<file path="src/rtl/exc_arb_pkg.sv">
package exc_arb_pkg;
  localparam int PRIO_W      = 8;
  localparam int LVL_W       = 9;
  localparam int FIXED_SRCS  = 2;
  localparam logic [LVL_W-1:0] LVL_IDLE   = '1;
  localparam logic [LVL_W-1:0] LVL_NMASK  = 9'd0;
  localparam logic [LVL_W-1:0] LVL_FAULT  = 9'd1;
  localparam logic [LVL_W-1:0] LVL_CFG0   = 9'd2;

  // keep only the upper 'bits' bits of a priority byte
  function automatic logic [PRIO_W-1:0] impl_mask(input int bits);
    logic [15:0] t;
    t = 16'h00FF << (PRIO_W - bits);
    return t[PRIO_W-1:0];
  endfunction

  // bits 7..g+1 form the preemption part
  function automatic logic [PRIO_W-1:0] pre_mask(input logic [2:0] g);
    logic [15:0] t;
    t = 16'h00FF << (int'(g) + 1);
    return t[PRIO_W-1:0];
  endfunction
endpackage

</file>
<file path="src/rtl/exc_src_state.sv">
module exc_src_state (
  input  logic clk,
  input  logic rst,
  input  logic hw_req,
  input  logic sw_set,
  input  logic sw_clr,
  input  logic ack_hit,
  input  logic ret_hit,
  output logic pend,
  output logic act
);
  // {act,pend}: 00 idle, 01 waiting, 10 in service, 11 in service + waiting
  always_ff @(posedge clk) begin
    if (rst) begin
      act  <= 1'b0;
      pend <= 1'b0;
    end else begin
      act  <= (act & ~ret_hit) | ack_hit;
      pend <= ((((pend & ~ack_hit) | sw_set) & ~sw_clr)) | hw_req;
    end
  end
endmodule

</file>
<file path="src/rtl/exc_level_calc.sv">
module exc_level_calc
  import exc_arb_pkg::*;
#(
  parameter int NUM_SRC   = 8,
  parameter int PRIO_BITS = 3
) (
  input  logic [(NUM_SRC-FIXED_SRCS)*PRIO_W-1:0] prio_cfg,
  input  logic [2:0]                             grp,
  output logic [NUM_SRC*LVL_W-1:0]               lvl_flat,
  output logic [NUM_SRC*PRIO_W-1:0]              sub_flat
);
  localparam logic [PRIO_W-1:0] IMPL = impl_mask(PRIO_BITS);

  logic [PRIO_W-1:0] pm;
  assign pm = pre_mask(grp);

  for (genvar i = 0; i < NUM_SRC; i++) begin : g_src
    if (i < FIXED_SRCS) begin : g_fixed
      assign lvl_flat[i*LVL_W +: LVL_W]   = LVL_W'(i);
      assign sub_flat[i*PRIO_W +: PRIO_W] = '0;
    end else begin : g_cfg
      logic [PRIO_W-1:0] kept;
      assign kept = prio_cfg[(i-FIXED_SRCS)*PRIO_W +: PRIO_W] & IMPL;
      assign lvl_flat[i*LVL_W +: LVL_W]   = LVL_W'(kept & pm) + LVL_CFG0;
      assign sub_flat[i*PRIO_W +: PRIO_W] = kept & ~pm;
    end
  end
endmodule

</file>
<file path="src/rtl/exc_ceiling.sv">
module exc_ceiling
  import exc_arb_pkg::*;
#(
  parameter int NUM_SRC   = 8,
  parameter int PRIO_BITS = 3
) (
  input  logic [NUM_SRC-1:0]       act,
  input  logic [NUM_SRC*LVL_W-1:0] lvl_flat,
  input  logic                     gmask,
  input  logic                     fmask,
  input  logic [PRIO_W-1:0]        thr,
  input  logic [2:0]               grp,
  output logic [LVL_W-1:0]         ceiling
);
  localparam logic [PRIO_W-1:0] IMPL = impl_mask(PRIO_BITS);

  logic [PRIO_W-1:0] thr_kept;
  logic [LVL_W-1:0]  thr_lvl;

  assign thr_kept = thr & IMPL;
  assign thr_lvl  = LVL_W'(thr_kept & pre_mask(grp)) + LVL_CFG0;

  always_comb begin
    ceiling = LVL_IDLE;
    for (int i = 0; i < NUM_SRC; i++) begin
      if (act[i] && (lvl_flat[i*LVL_W +: LVL_W] < ceiling))
        ceiling = lvl_flat[i*LVL_W +: LVL_W];
    end
    if ((thr_kept != '0) && (thr_lvl < ceiling)) ceiling = thr_lvl;
    if (gmask && (LVL_CFG0 < ceiling))           ceiling = LVL_CFG0;
    if (fmask && (LVL_FAULT < ceiling))          ceiling = LVL_FAULT;
  end
endmodule

</file>
<file path="src/rtl/exc_select.sv">
module exc_select
  import exc_arb_pkg::*;
#(
  parameter int NUM_SRC = 8,
  parameter int ID_W    = $clog2(NUM_SRC)
) (
  input  logic [NUM_SRC-1:0]        cand,
  input  logic [NUM_SRC*LVL_W-1:0]  lvl_flat,
  input  logic [NUM_SRC*PRIO_W-1:0] sub_flat,
  input  logic [LVL_W-1:0]          ceiling,
  output logic                      win_valid,
  output logic [ID_W-1:0]           win_id
);
  logic [LVL_W-1:0]  best_lvl;
  logic [PRIO_W-1:0] best_sub;

  always_comb begin
    win_valid = 1'b0;
    win_id    = '0;
    best_lvl  = LVL_IDLE;
    best_sub  = '1;
    for (int i = 0; i < NUM_SRC; i++) begin
      if (cand[i] && (lvl_flat[i*LVL_W +: LVL_W] < ceiling)) begin
        if (!win_valid
            || (lvl_flat[i*LVL_W +: LVL_W] < best_lvl)
            || ((lvl_flat[i*LVL_W +: LVL_W] == best_lvl)
                && (sub_flat[i*PRIO_W +: PRIO_W] < best_sub))) begin
          win_valid = 1'b1;
          win_id    = ID_W'(i);
          best_lvl  = lvl_flat[i*LVL_W +: LVL_W];
          best_sub  = sub_flat[i*PRIO_W +: PRIO_W];
        end
      end
    end
  end
endmodule

</file>
<file path="src/rtl/exc_prio_arbiter.sv">
module exc_prio_arbiter
  import exc_arb_pkg::*;
#(
  parameter int NUM_SRC   = 8,
  parameter int PRIO_BITS = 3,
  parameter int ID_W      = $clog2(NUM_SRC)
) (
  input  logic                                   clk,
  input  logic                                   rst,
  input  logic [NUM_SRC-1:0]                     src_req,
  input  logic [NUM_SRC-1:0]                     sw_pend_set,
  input  logic [NUM_SRC-1:0]                     sw_pend_clr,
  input  logic [NUM_SRC-FIXED_SRCS-1:0]          src_en,
  input  logic [(NUM_SRC-FIXED_SRCS)*PRIO_W-1:0] src_prio,
  input  logic [2:0]                             prio_group,
  input  logic                                   global_mask,
  input  logic                                   fault_mask_wr,
  input  logic                                   fault_mask_val,
  input  logic [PRIO_W-1:0]                      thresh,
  input  logic                                   ack,
  input  logic                                   ret,
  input  logic [ID_W-1:0]                        ret_id,
  output logic                                   take_req,
  output logic [ID_W-1:0]                        take_id,
  output logic [LVL_W-1:0]                       exec_prio,
  output logic                                   fault_mask
);
  logic [NUM_SRC-1:0]        pend, act, ack_hit, ret_hit, en_full, cand;
  logic [NUM_SRC*LVL_W-1:0]  lvl_flat;
  logic [NUM_SRC*PRIO_W-1:0] sub_flat;
  logic [LVL_W-1:0]          ceiling;
  logic                      win_valid;
  logic [ID_W-1:0]           win_id;

  assign en_full = {src_en, {FIXED_SRCS{1'b1}}};
  assign cand    = pend & ~act & en_full;

  for (genvar i = 0; i < NUM_SRC; i++) begin : g_state
    assign ack_hit[i] = ack && take_req && (take_id == ID_W'(i)) && pend[i] && !act[i];
    assign ret_hit[i] = ret && (ret_id == ID_W'(i));
    exc_src_state state_i (
      .clk     (clk),
      .rst     (rst),
      .hw_req  (src_req[i]),
      .sw_set  (sw_pend_set[i]),
      .sw_clr  (sw_pend_clr[i]),
      .ack_hit (ack_hit[i]),
      .ret_hit (ret_hit[i]),
      .pend    (pend[i]),
      .act     (act[i])
    );
  end

  exc_level_calc #(.NUM_SRC(NUM_SRC), .PRIO_BITS(PRIO_BITS)) level_i (
    .prio_cfg (src_prio),
    .grp      (prio_group),
    .lvl_flat (lvl_flat),
    .sub_flat (sub_flat)
  );

  exc_ceiling #(.NUM_SRC(NUM_SRC), .PRIO_BITS(PRIO_BITS)) ceil_i (
    .act      (act),
    .lvl_flat (lvl_flat),
    .gmask    (global_mask),
    .fmask    (fault_mask),
    .thr      (thresh),
    .grp      (prio_group),
    .ceiling  (ceiling)
  );

  exc_select #(.NUM_SRC(NUM_SRC), .ID_W(ID_W)) sel_i (
    .cand      (cand),
    .lvl_flat  (lvl_flat),
    .sub_flat  (sub_flat),
    .ceiling   (ceiling),
    .win_valid (win_valid),
    .win_id    (win_id)
  );

  always_ff @(posedge clk) begin
    if (rst) begin
      fault_mask <= 1'b0;
    end else if (ret && (ret_id != ID_W'(0))) begin
      fault_mask <= 1'b0;
    end else if (fault_mask_wr) begin
      fault_mask <= fault_mask_val;
    end
  end

  always_ff @(posedge clk) begin
    if (rst) begin
      take_req  <= 1'b0;
      take_id   <= '0;
      exec_prio <= LVL_IDLE;
    end else begin
      take_req  <= win_valid && !(ack && take_req);
      take_id   <= win_id;
      exec_prio <= ceiling;
    end
  end
endmodule

</file>
<file path="config.mk">
export PLATFORM = sky130hd
export DESIGN_NAME = exc_prio_arbiter
export DESIGN_NICKNAME = d
export VERILOG_FILES = /design/src/rtl/exc_arb_pkg.sv /design/src/rtl/exc_src_state.sv /design/src/rtl/exc_level_calc.sv /design/src/rtl/exc_ceiling.sv /design/src/rtl/exc_select.sv /design/src/rtl/exc_prio_arbiter.sv
export SDC_FILE = /design/constraint.sdc
export NUM_CORES = 1
export LEC_CHECK = 0
export ABC_AREA = 0
export BUFFER_PORTS_ARGS = -buffer_cell sky130_fd_sc_hd__buf_4
export CORE_MARGIN = 1.5
export CORE_UTILIZATION = 30
export DETAILED_ROUTE_END_ITERATION = 6
export REMOVE_ABC_BUFFERS = 1
export SKIP_CTS_REPAIR_TIMING = 1
export SLEW_MARGIN = 20
export SYNTH_ARGS = -nofsm -noshare
export SYNTH_HDL_FRONTEND = slang
export SYNTH_HIERARCHICAL = 1
export SYNTH_SLANG_ARGS = --single-unit
</file>
<file path="constraint.sdc">
create_clock -name clk -period 43.8 [get_ports clk]
set_input_delay 6.57 -clock clk [delete_from_list [all_inputs] [get_ports clk]]
set_output_delay 6.57 -clock clk [all_outputs]
set_load 0.005 [all_outputs]
</file>
=== After elaboration in Yosys (flattened, before gate mapping) ===
Cells that the tools add are included.

* Bits in registers: 30
* Output and inout bits: 14
* Word-level logic and storage cells: 332

* Add/subtract/negate cells: 8
* Magnitude comparators: 32
* Equality and inequality tests: 21
* Shift operators: 1
* Mux-type cells: 66
* Bitwise gates (word level): 89
* Reductions and logical operators: 95

{| class="wikitable"
|+ Operator list
! kind !! count
|-
| $mux 9 || 24
|-
| $lt 9x9->1 || 19
|-
| $and 8x8->8 || 15
|-
| $mux 8 || 13
|-
| $logic_and 1x1->1 || 60
|-
| $add 9x2->9 const B || 6
|-
| $eq 9x9->1 || 6
|-
| $lt 8x8->1 || 6
|-
| $lt 1x9->1 const A || 5
|-
| $mux 3 || 13
|-
| $shl 8x32->8 const A || 1
|-
| $and 1x1->1 || 24
|-
| $eq 3x3->1 const B || 8
|-
| $not 1->1 || 24
|-
| $or 1x1->1 || 24
|-
| $logic_not 1->1 || 16
|-
| $mux 1 || 16
|-
| $not 8->8 || 2
|-
| $logic_or 1x1->1 || 14
|-
| $eq 3x2->1 const B || 4
|-
| $add 8x2->9 const B || 1
|-
| $eq 1x9->1 const A || 1
|-
| $lt 2x9->1 const A || 1
|-
| $lt 1x8->1 const A || 1
|-
| 6 further kinds || 8
|}

=== Depth between registers and ports, before layout ===
Gate-level depths: netlist of the first run.

* Depth after elaboration: 70
* Mapped depth: 194
* Mapped depth without buffers: 175

=== Modules after synthesis ===
Netlist of the first run, hierarchy kept.

{| class="wikitable"
|+ Modules (own cells, without submodules)
! module !! times used !! cells an instance !! area an instance (sq um)
|-
| exc_select || 1 || 835 || 6,342.3
|-
| exc_ceiling || 1 || 506 || 3,528.4
|-
| exc_level_calc || 1 || 177 || 1,256.2
|-
| exc_prio_arbiter || 1 || 73 || 680.7
|-
| exc_src_state || 8 || 9 || 83.8
|}

=== Least setup slack after synthesis of the first run ===
Ideal clock, no wire load.

* Kind: input to register
* From: input prio_group[0]
* To: register take_id[2]
* Library setup time: 114 ps
* Data arrival time: 37,051 ps
* Data required time: 43,686 ps
* Slack: 6,636 ps
* Stages: 174
* Buffers on the path: 17
* Cells stage by stage: ha_1 xor2_1 a211oi_1 ha_1 a21o_1 a21o_1 a21oi_1 o211a_1 o21a_1 clkbuf_1 nand2_1 o21ai_0 inv_1 ha_1 and4_1 and2_1 nand2_1 a2111oi_0 [... 138 more ...] buf_6 mux2_4 ha_1 nor2b_1 o21a_1 o21a_1 o21ai_0 nand2b_1 a21oi_1 nor2b_1 o21ai_0 nand2b_1 a21oi_1 a211oi_1 a21o_1 and2_1 o211ai_1 nor2b_1

* Word-level cells in the longest chain between the ends: 69
* Elaborated cells between the ends (all ways): 166
* Classes of those cells: add/sub (8); order compare (31); eq/ne (7); shift (1); mux (60); bitwise (14); reduce/logical (45)

{| class="wikitable"
|+ RTL lines
! element !! RTL line !! source
|-
| start: declaration || exc_prio_arbiter.sv:15 || <nowiki>input logic [2:0] prio_group,</nowiki>
|-
| $add 3x1->4 (*) || exc_arb_pkg.sv:20 || <nowiki>t = 16'h00FF << (int'(g) + 1);</nowiki>
|-
| $shl 8x32->8 (*) || exc_arb_pkg.sv:20 ||
|-
| $and 8x8->8 (*) || exc_level_calc.sv:24 || <nowiki>assign lvl_flat[i*LVL_W +: LVL_W] = LVL_W'(kept & pm) + LVL_CFG0;</nowiki>
|-
| $add 9x2->9 (*) || exc_level_calc.sv:24 ||
|-
| via lvl_flat[24] || exc_prio_arbiter.sv:29 || <nowiki>logic [NUM_SRC*LVL_W-1:0] lvl_flat;</nowiki>
|-
| $lt 9x9->1 || exc_ceiling.sv:26 || <nowiki>if (act[i] && (lvl_flat[i*LVL_W +: LVL_W] < ceiling))</nowiki>
|-
| $logic_and 1x1->1 || exc_ceiling.sv:26 ||
|-
| $mux 9 (*) || exc_ceiling.sv:26 ||
|-
| [... 24 more ...] || - ||
|-
| via ceiling[4] || exc_prio_arbiter.sv:31 || <nowiki>logic [LVL_W-1:0] ceiling;</nowiki>
|-
| [... 31 more ...] || - ||
|-
| $mux 9 (tied with other cells) || exc_select.sv:24 || <nowiki>if (!win_valid</nowiki>
|-
| $mux 9 (tied with other cells) || exc_select.sv:23 || <nowiki>if (cand[i] && (lvl_flat[i*LVL_W +: LVL_W] < ceiling)) begin</nowiki>
|-
| $lt 9x9->1 (tied with other cells) || exc_select.sv:25 || <nowiki>|| (lvl_flat[i*LVL_W +: LVL_W] < best_lvl)</nowiki>
|-
| $logic_or 1x1->1 / $logic_and 1x1->1 (equally long branches) || exc_select.sv:25, exc_select.sv:27 ||
|-
| $logic_or 1x1->1 || exc_select.sv:26 || <nowiki>|| ((lvl_flat[i*LVL_W +: LVL_W] == best_lvl)</nowiki>
|-
| $mux 3 || exc_select.sv:24 ||
|-
| $mux 3 (*) || exc_select.sv:23 ||
|-
| via win_id[2] || exc_prio_arbiter.sv:33 || <nowiki>logic [ID_W-1:0] win_id;</nowiki>
|-
| end signal: assignment || exc_prio_arbiter.sv:97 || <nowiki>take_id <= win_id;</nowiki>
|-
| end: declaration || exc_prio_arbiter.sv:24 || <nowiki>output logic [ID_W-1:0] take_id,</nowiki>
|}

Mark *: on every way through the listed nets, which the timed path passes. The rest lies on a longest branch.
A chain may end at the register's enable or synchronous reset.

=== Final worst setup path of the first run ===
Same ends and word-level chain as after synthesis.

==> run metrics, run 1 <==
outcome finished clean; Commonest cells post-synth 222 x ha_1, 178 x inv_1, 116 x a21oi_1, 115 x nand2_1, 115 x nor2_1; Yosys reg bits 30; FF/Latch Area 600.6 um2; GRT Residual Overflow 0; fmax 24.69 MHz; Setup CP Type input pin to flop; metal3 WL 1954 um; antenna cells 0; yosys warns 6; Crit. End Element flop; pin count of the biggest net entering global routing 31; routed length per instance 15.86 um; clock slew at reported path FFs 60 ps; Pwr per Cell Area 14.94 mW/mm2; total number of vias 11840; final hold slack 485.0 ps; post-synthesis area per instance 7.503 um2; crit-path most repeated cell ha_1; largest family of logic cells by synthesized area compound AO/OA/AOI/OAI gates; First-pass DRT Iterations 5; max-cap viol count 0; number of remaining DRC errors 0; Tightest Pin Transition 855.8 ps; Max Slew Vio Count 0; peak supply drop 0.01302 mV; Async S/R FF share, synth 0; CTS tree done; global placer's final weighted congestion 0.8830; die width 206.9 um; adder-cell share of the synthesized area 0.2226; sw frac 0.4613; Hold Vio Cnt, Final 0; CTS sink cnt 30; post-route minimum period 40500 ps; Pleak 6.620 nW; gr usage total 0.1667; I/O pin cnt 113; layout cells sized above 1 0.1353; Routed met2 length 16140 um; Setup Skew 5.334 ps; Power, Total 0.2012 mW; Seq/Total Area, Yosys 0.04813; Post-DP HPWL 30770 um; PortBufs 77; Num CTS Buffers 5; combinational share of power 0.673; Setup Viol. Count Final 0; Post-Route WL 35870 um; RSZ-0062 raised after global routing no; Slew headroom 0.4294; number of global-route vias before repair 11620; clock buffer depth 2; area of the multi-input gates 0.01065 mm2; final worst path period share 0.9246; share of the synthesized area in the top cell type 0.2226; clock share of power 0.175; filler instances 4372; first-pass GRT wire length 57730 um; initial antenna violation count 1; highest metal used met4; crit start category input pin; top cells by area, synth ha_1 22%, buf_4 6.2%, inv_1 5.4%, dfxtp_1 4.8%, a21oi_1 4.7%; Die ar. 0.04283 mm2; H-tree levels 2; Flop pwr share 0.151; synthesized cell area 0.01248 mm2; CTS root buf clkbuf_16; Main synth FF type dfxtp_1; count leader, synth ha_1; worst path required time 44010 ps; CP max stage delay 750 ps; CORE AREA 0.04092 mm2; setup TNS 0 ps; initial core utilization 0.3049; DRT met1 WL 17280 um; Post-synth EDFFs 0; Psw 0.09282 mW; worst skew pair latency 280 ps; largest area contributor in the netlist ha_1; FP Rows 74; Die Y-Extent 206.9 um; slowest stage cell on the critical path or4b_1; post-route ant nets 0; Synth Area in Compound Gates 0.2814; initial DRC count 703; CP Data Arrival Time 40710 ps; cell count after synthesis 1663; synthesis-to-layout area growth 7.922%; mux contribution to synthesized area 0.07420; Final Net Count 2049; XOR/XNOR Fraction of Synth Area 0.007721; P_int 0.1084 mW; simple-gate share of the synthesized area 0.2349; maximum fanout along the worst path 29; vias per cell 5.237; worst hold path class flop to flop; Unique masters post-synth 108
## cells in the final DEF, fill, tap and decap left out, types with 41 or more instances in the layout
| master | synthesis | layout |
|---|---|---|
| a21o_1 | 51 | 50 |
| a21oi_1 | 116 | 116 |
| buf_4 | 103 | 97 |
| conb_1 | 2 | 100 |
| ha_1 | 222 | 222 |
| inv_1 | 178 | 178 |
| mux2i_1 | 41 | 41 |
| nand2_1 | 115 | 114 |
| nand2b_1 | 43 | 43 |
| nor2_1 | 115 | 115 |
| nor2b_1 | 41 | 41 |
| o21ai_0 | 70 | 70 |
## registers in the layout (all words and copies together), names as in the netlist
name,count
take_req,1
take_id,3
g_state.state_i/pend,8
exec_prio,9
fault_mask,1
g_state.state_i/act,8
## stage by stage
step	area, um2	setup WS (ps)	util	std cells
finish	13470	3301	0.3291	2261
global route	13470	258.3	0.3291	2261
CTS	13450	2646	0.3286	2261
detailed placement	13300	2562	0.3249	2253
global placement	13300	3080	0.3249	2253
floorplan	11890	5362	-	1624
## power by group through the flow
stage,combinational (mW),sequential [mW],clock [mW]
floorplan,0.0934,0.0307,0
global placement,0.125,0.0310,0
detailed placement,0.129,0.0310,0
CTS,0.130,0.0305,0.0362
global route,0.153,0.0307,0.0375
finish,0.135,0.0305,0.0353
## cell type report
class                      instances  area share
timing repair buffer              97     0.05407
sequential                        30     0.04460
multi-input combinational       1416      0.7910
clock inverter                     2   0.0009291
tap                              532     0.04943
clock buffer                       6     0.01031
inverter                         178     0.04961
## worst paths after layout
path,slack [ps],startpoint,end,depth (start not counted)
min,490,g_state[4].state_i/pend,g_state[4].state_i/pend,2
max,3300,prio_group[0],take_id[2],161
max reg2reg,8440,g_state[0].state_i/act,take_id[2],164
min reg2reg,490,g_state[4].state_i/pend,g_state[4].state_i/pend,2
## layer usage
metal | up-vias | track usage
met3 | 35 | 0.01209
met4 | 0 | 0.03443
li1 | 6025 | -
met2 | 266 | 0.2820
met5 | - | 0
met1 | 5515 | 0.2307
## logic make-up after synthesis
kind of cell,count (synthesis)
buffers and inverters,315
adder cells (fa/ha/maj),222
flip-flops,30
AO/OA/AOI/OAI,472
multiplexers,82
XOR/XNOR,11
AND/OR/NAND/NOR,529
other,2
## critical path: cells and delay by family
family | cells | cell delay (ps)
AOI/OAI and AO/OA | 79 | 17150
and+or+nand+nor | 45 | 8170
adders and majority gates | 16 | 4420
buffers and inverters | 15 | 2270
muxes | 6 | 2050
Power figures use the tool's default switching activity.
==> run 2: changes to the inputs <==
- ABC_AREA: 0 -> not set
- PLACE_DENSITY: not set -> 0.45
- SKIP_LAST_GASP: not set -> 1
==> run 2 against run 1 <==
Compared with the run above:
- total power shrank 0.51%
- global-route usage grew 0.93 points
- largest cell class unchanged
- combinational power is essentially flat
- final cell count grew 0.40%
- routed wire length grew 4.5%
- sequential share of layout area is essentially flat
- sequential cell count is the same
- critical path depth is the same
==> run metrics, run 2 (synthesis gave the netlist of run 1 again) <==
gr usage total 0.1760 (+0.009343); Die ar. 0.04283 mm2 (unchanged); P_int 0.1084 mW (about the same); clock slew at reported path FFs 50 ps (about the same); initial DRC count 570 (-19%); worst hold path class flop to flop; slowest stage cell on the critical path or4b_1; max reg flops 9 (unchanged); sw frac 0.4586 (-0.002735); fmax 24.70 MHz (about the same); vias per cell 5.105 (-2.5%); synthesis-to-layout area growth 8.493%; maximum fanout along the worst path 29 (unchanged); Post-Route WL 37490 um (+4.5%); FF-to-FF setup slack 8350 ps (-90 ps); FP Rows 74 (unchanged); Tightest Pin Transition 837.2 ps (-18.66 ps); setup TNS 0 ps (unchanged); die width 206.9 um (unchanged); RSZ-0062 raised after global routing no; CP max stage delay 760 ps (about the same); clock share of power 0.165 (-0.010); first-pass GRT wire length 59960 um (+3.9%); antenna cells 0 (unchanged); Num CTS Buffers 5 (unchanged); Setup CP Type input pin to flop; Post-DP HPWL 32460 um (+5.5%); clock buffer depth 2 (unchanged); H-tree levels 2 (unchanged); CORE AREA 0.04092 mm2 (unchanged); Setup Viol. Count Final 0 (unchanged); First-pass DRT Iterations 5 (unchanged); initial core utilization 0.3049 (unchanged); crit start category input pin; number of remaining DRC errors 0 (unchanged); CTS root buf clkbuf_16; Slew headroom 0.4419 (+0.01244); post-route ant nets 0 (unchanged); I/O pin cnt 113 (unchanged); post-route minimum period 40480 ps (-15.93 ps); final core occ 0.3308 (+0.001743); Layout Cells excl Fill 2270 (+0.40%); initial antenna violation count 3 (+2); Max Slew Vio Count 0 (unchanged); peak supply drop 0.01697 mV (+30%); worst skew pair latency 270 ps (about the same); CTS sink cnt 30 (unchanged); Crit. End Element flop; Pwr per Cell Area 14.79 mW/mm2 (-1.0%); most common cell after layout, fill and taps aside ha_1; CP Buf/Inv Count 15 (unchanged); PortBufs 77 (unchanged); GRT Residual Overflow 0 (unchanged); number of global-route vias before repair 11240 (-3.2%); Die Y-Extent 206.9 um (unchanged); Setup Skew 3.348 ps (-1.986 ps); combinational share of power 0.682 (+0.009); routed length per instance 16.51 um (+4.1%); max-cap viol count 0 (unchanged); largest registers exec_prio x9, g_state.state_i/act x8, g_state.state_i/pend x8; total number of vias 11590 (-2.1%); most frequent cells in the layout 222 x ha_1, 178 x inv_1, 116 x a21oi_1, 115 x nor2_1, 114 x nand2_1; Psw 0.09180 mW (-1.1%); CP Data Arrival Time 40700 ps (about the same); layout cells sized above 1 0.1404 (+0.005053); final worst path period share 0.9243 (about the same); largest register by flop count exec_prio; Inst Count DP 2264 (+0.49%); global placer's final weighted congestion 0.8621 (-2.4%); outcome finished clean; Flop pwr share 0.152 (about the same); worst path required time 44010 ps (about the same); pin count of the biggest net entering global routing 31 (unchanged); CTS tree done; CP delay by family, top compound AO/OA/AOI/OAI gates; Final Net Count 2060 (+0.54%); Pleak 6.666 nW (+0.69%); Hold Vio Cnt, Final 0 (unchanged)
==> run 2: layer usage <==
| layer | up-vias | part of all wire | GRT usage | wire length (um) |
|---|---|---|---|---|
| met3 | 14 | 0.037 | 0.009105 | 1375 |
| met5 | - | 0 | 0 | 0 |
| li1 | 6068 | - | - | - |
| met2 | 220 | 0.43 | 0.2821 | 16200 |
| met4 | 0 | 0.0080 | 0.02364 | 300 |
| met1 | 5286 | 0.52 | 0.2631 | 19610 |
==> run 2: area by class of cell <==
class	count	area, um2
Multi-Input combinational cell	1416	10650
Sequential cell	30	600.6
Fill cell	4495	27390
Inverter	178	668.1
Tap cell	532	665.6
Timing Repair Buffer	108	810.8
Clock buffer	6	138.9
==> run 2: final timing paths <==
kind	startpoint	end	cells after the start
worst min-delay path	g_state[3].state_i/pend	g_state[3].state_i/pend	2
worst max-delay path	prio_group[0]	take_id[2]	161
worst max register to register	g_state[0].state_i/act	take_id[2]	164
worst min register to register	g_state[3].state_i/pend	g_state[3].state_i/pend	2
==> run 2: power groups by stage <==
stage / registers [mW] / logic, mW / clock network, mW
floorplan: 0.0307 / 0.0934 / 0
global placement: 0.0310 / 0.130 / 0
detailed placement: 0.0310 / 0.131 / 0
CTS: 0.0305 / 0.132 / 0.0344
global route: 0.0307 / 0.155 / 0.0351
finish: 0.0305 / 0.137 / 0.0331
==> run 2: stage by stage <==
stage / setup slack (ps) / cell area, um2 / hold WS [ps] / total power, mW
after floorplan: 5362 / 11890 / 450.9 / 0.1242
after global placement: 2167 / 13380 / 479.9 / 0.1608
after detailed placement: 1973 / 13380 / 478.6 / 0.1620
after CTS: 2140 / 13520 / 487.5 / 0.1968
after global routing: 192.7 / 13540 / 503.6 / 0.2208
final: 3317 / 13540 / 482.4 / 0.2002
==> run 2: worst register-to-register path, delay by kind of cell (launching register included) <==
kind	cells	cell delay [ps]
adders and majority gates	16	4400
AOI/OAI and AO/OA	84	18640
muxes	6	1980
DFF	1	580
buffers and inverters	13	1560
and+or+nand+nor	45	8190
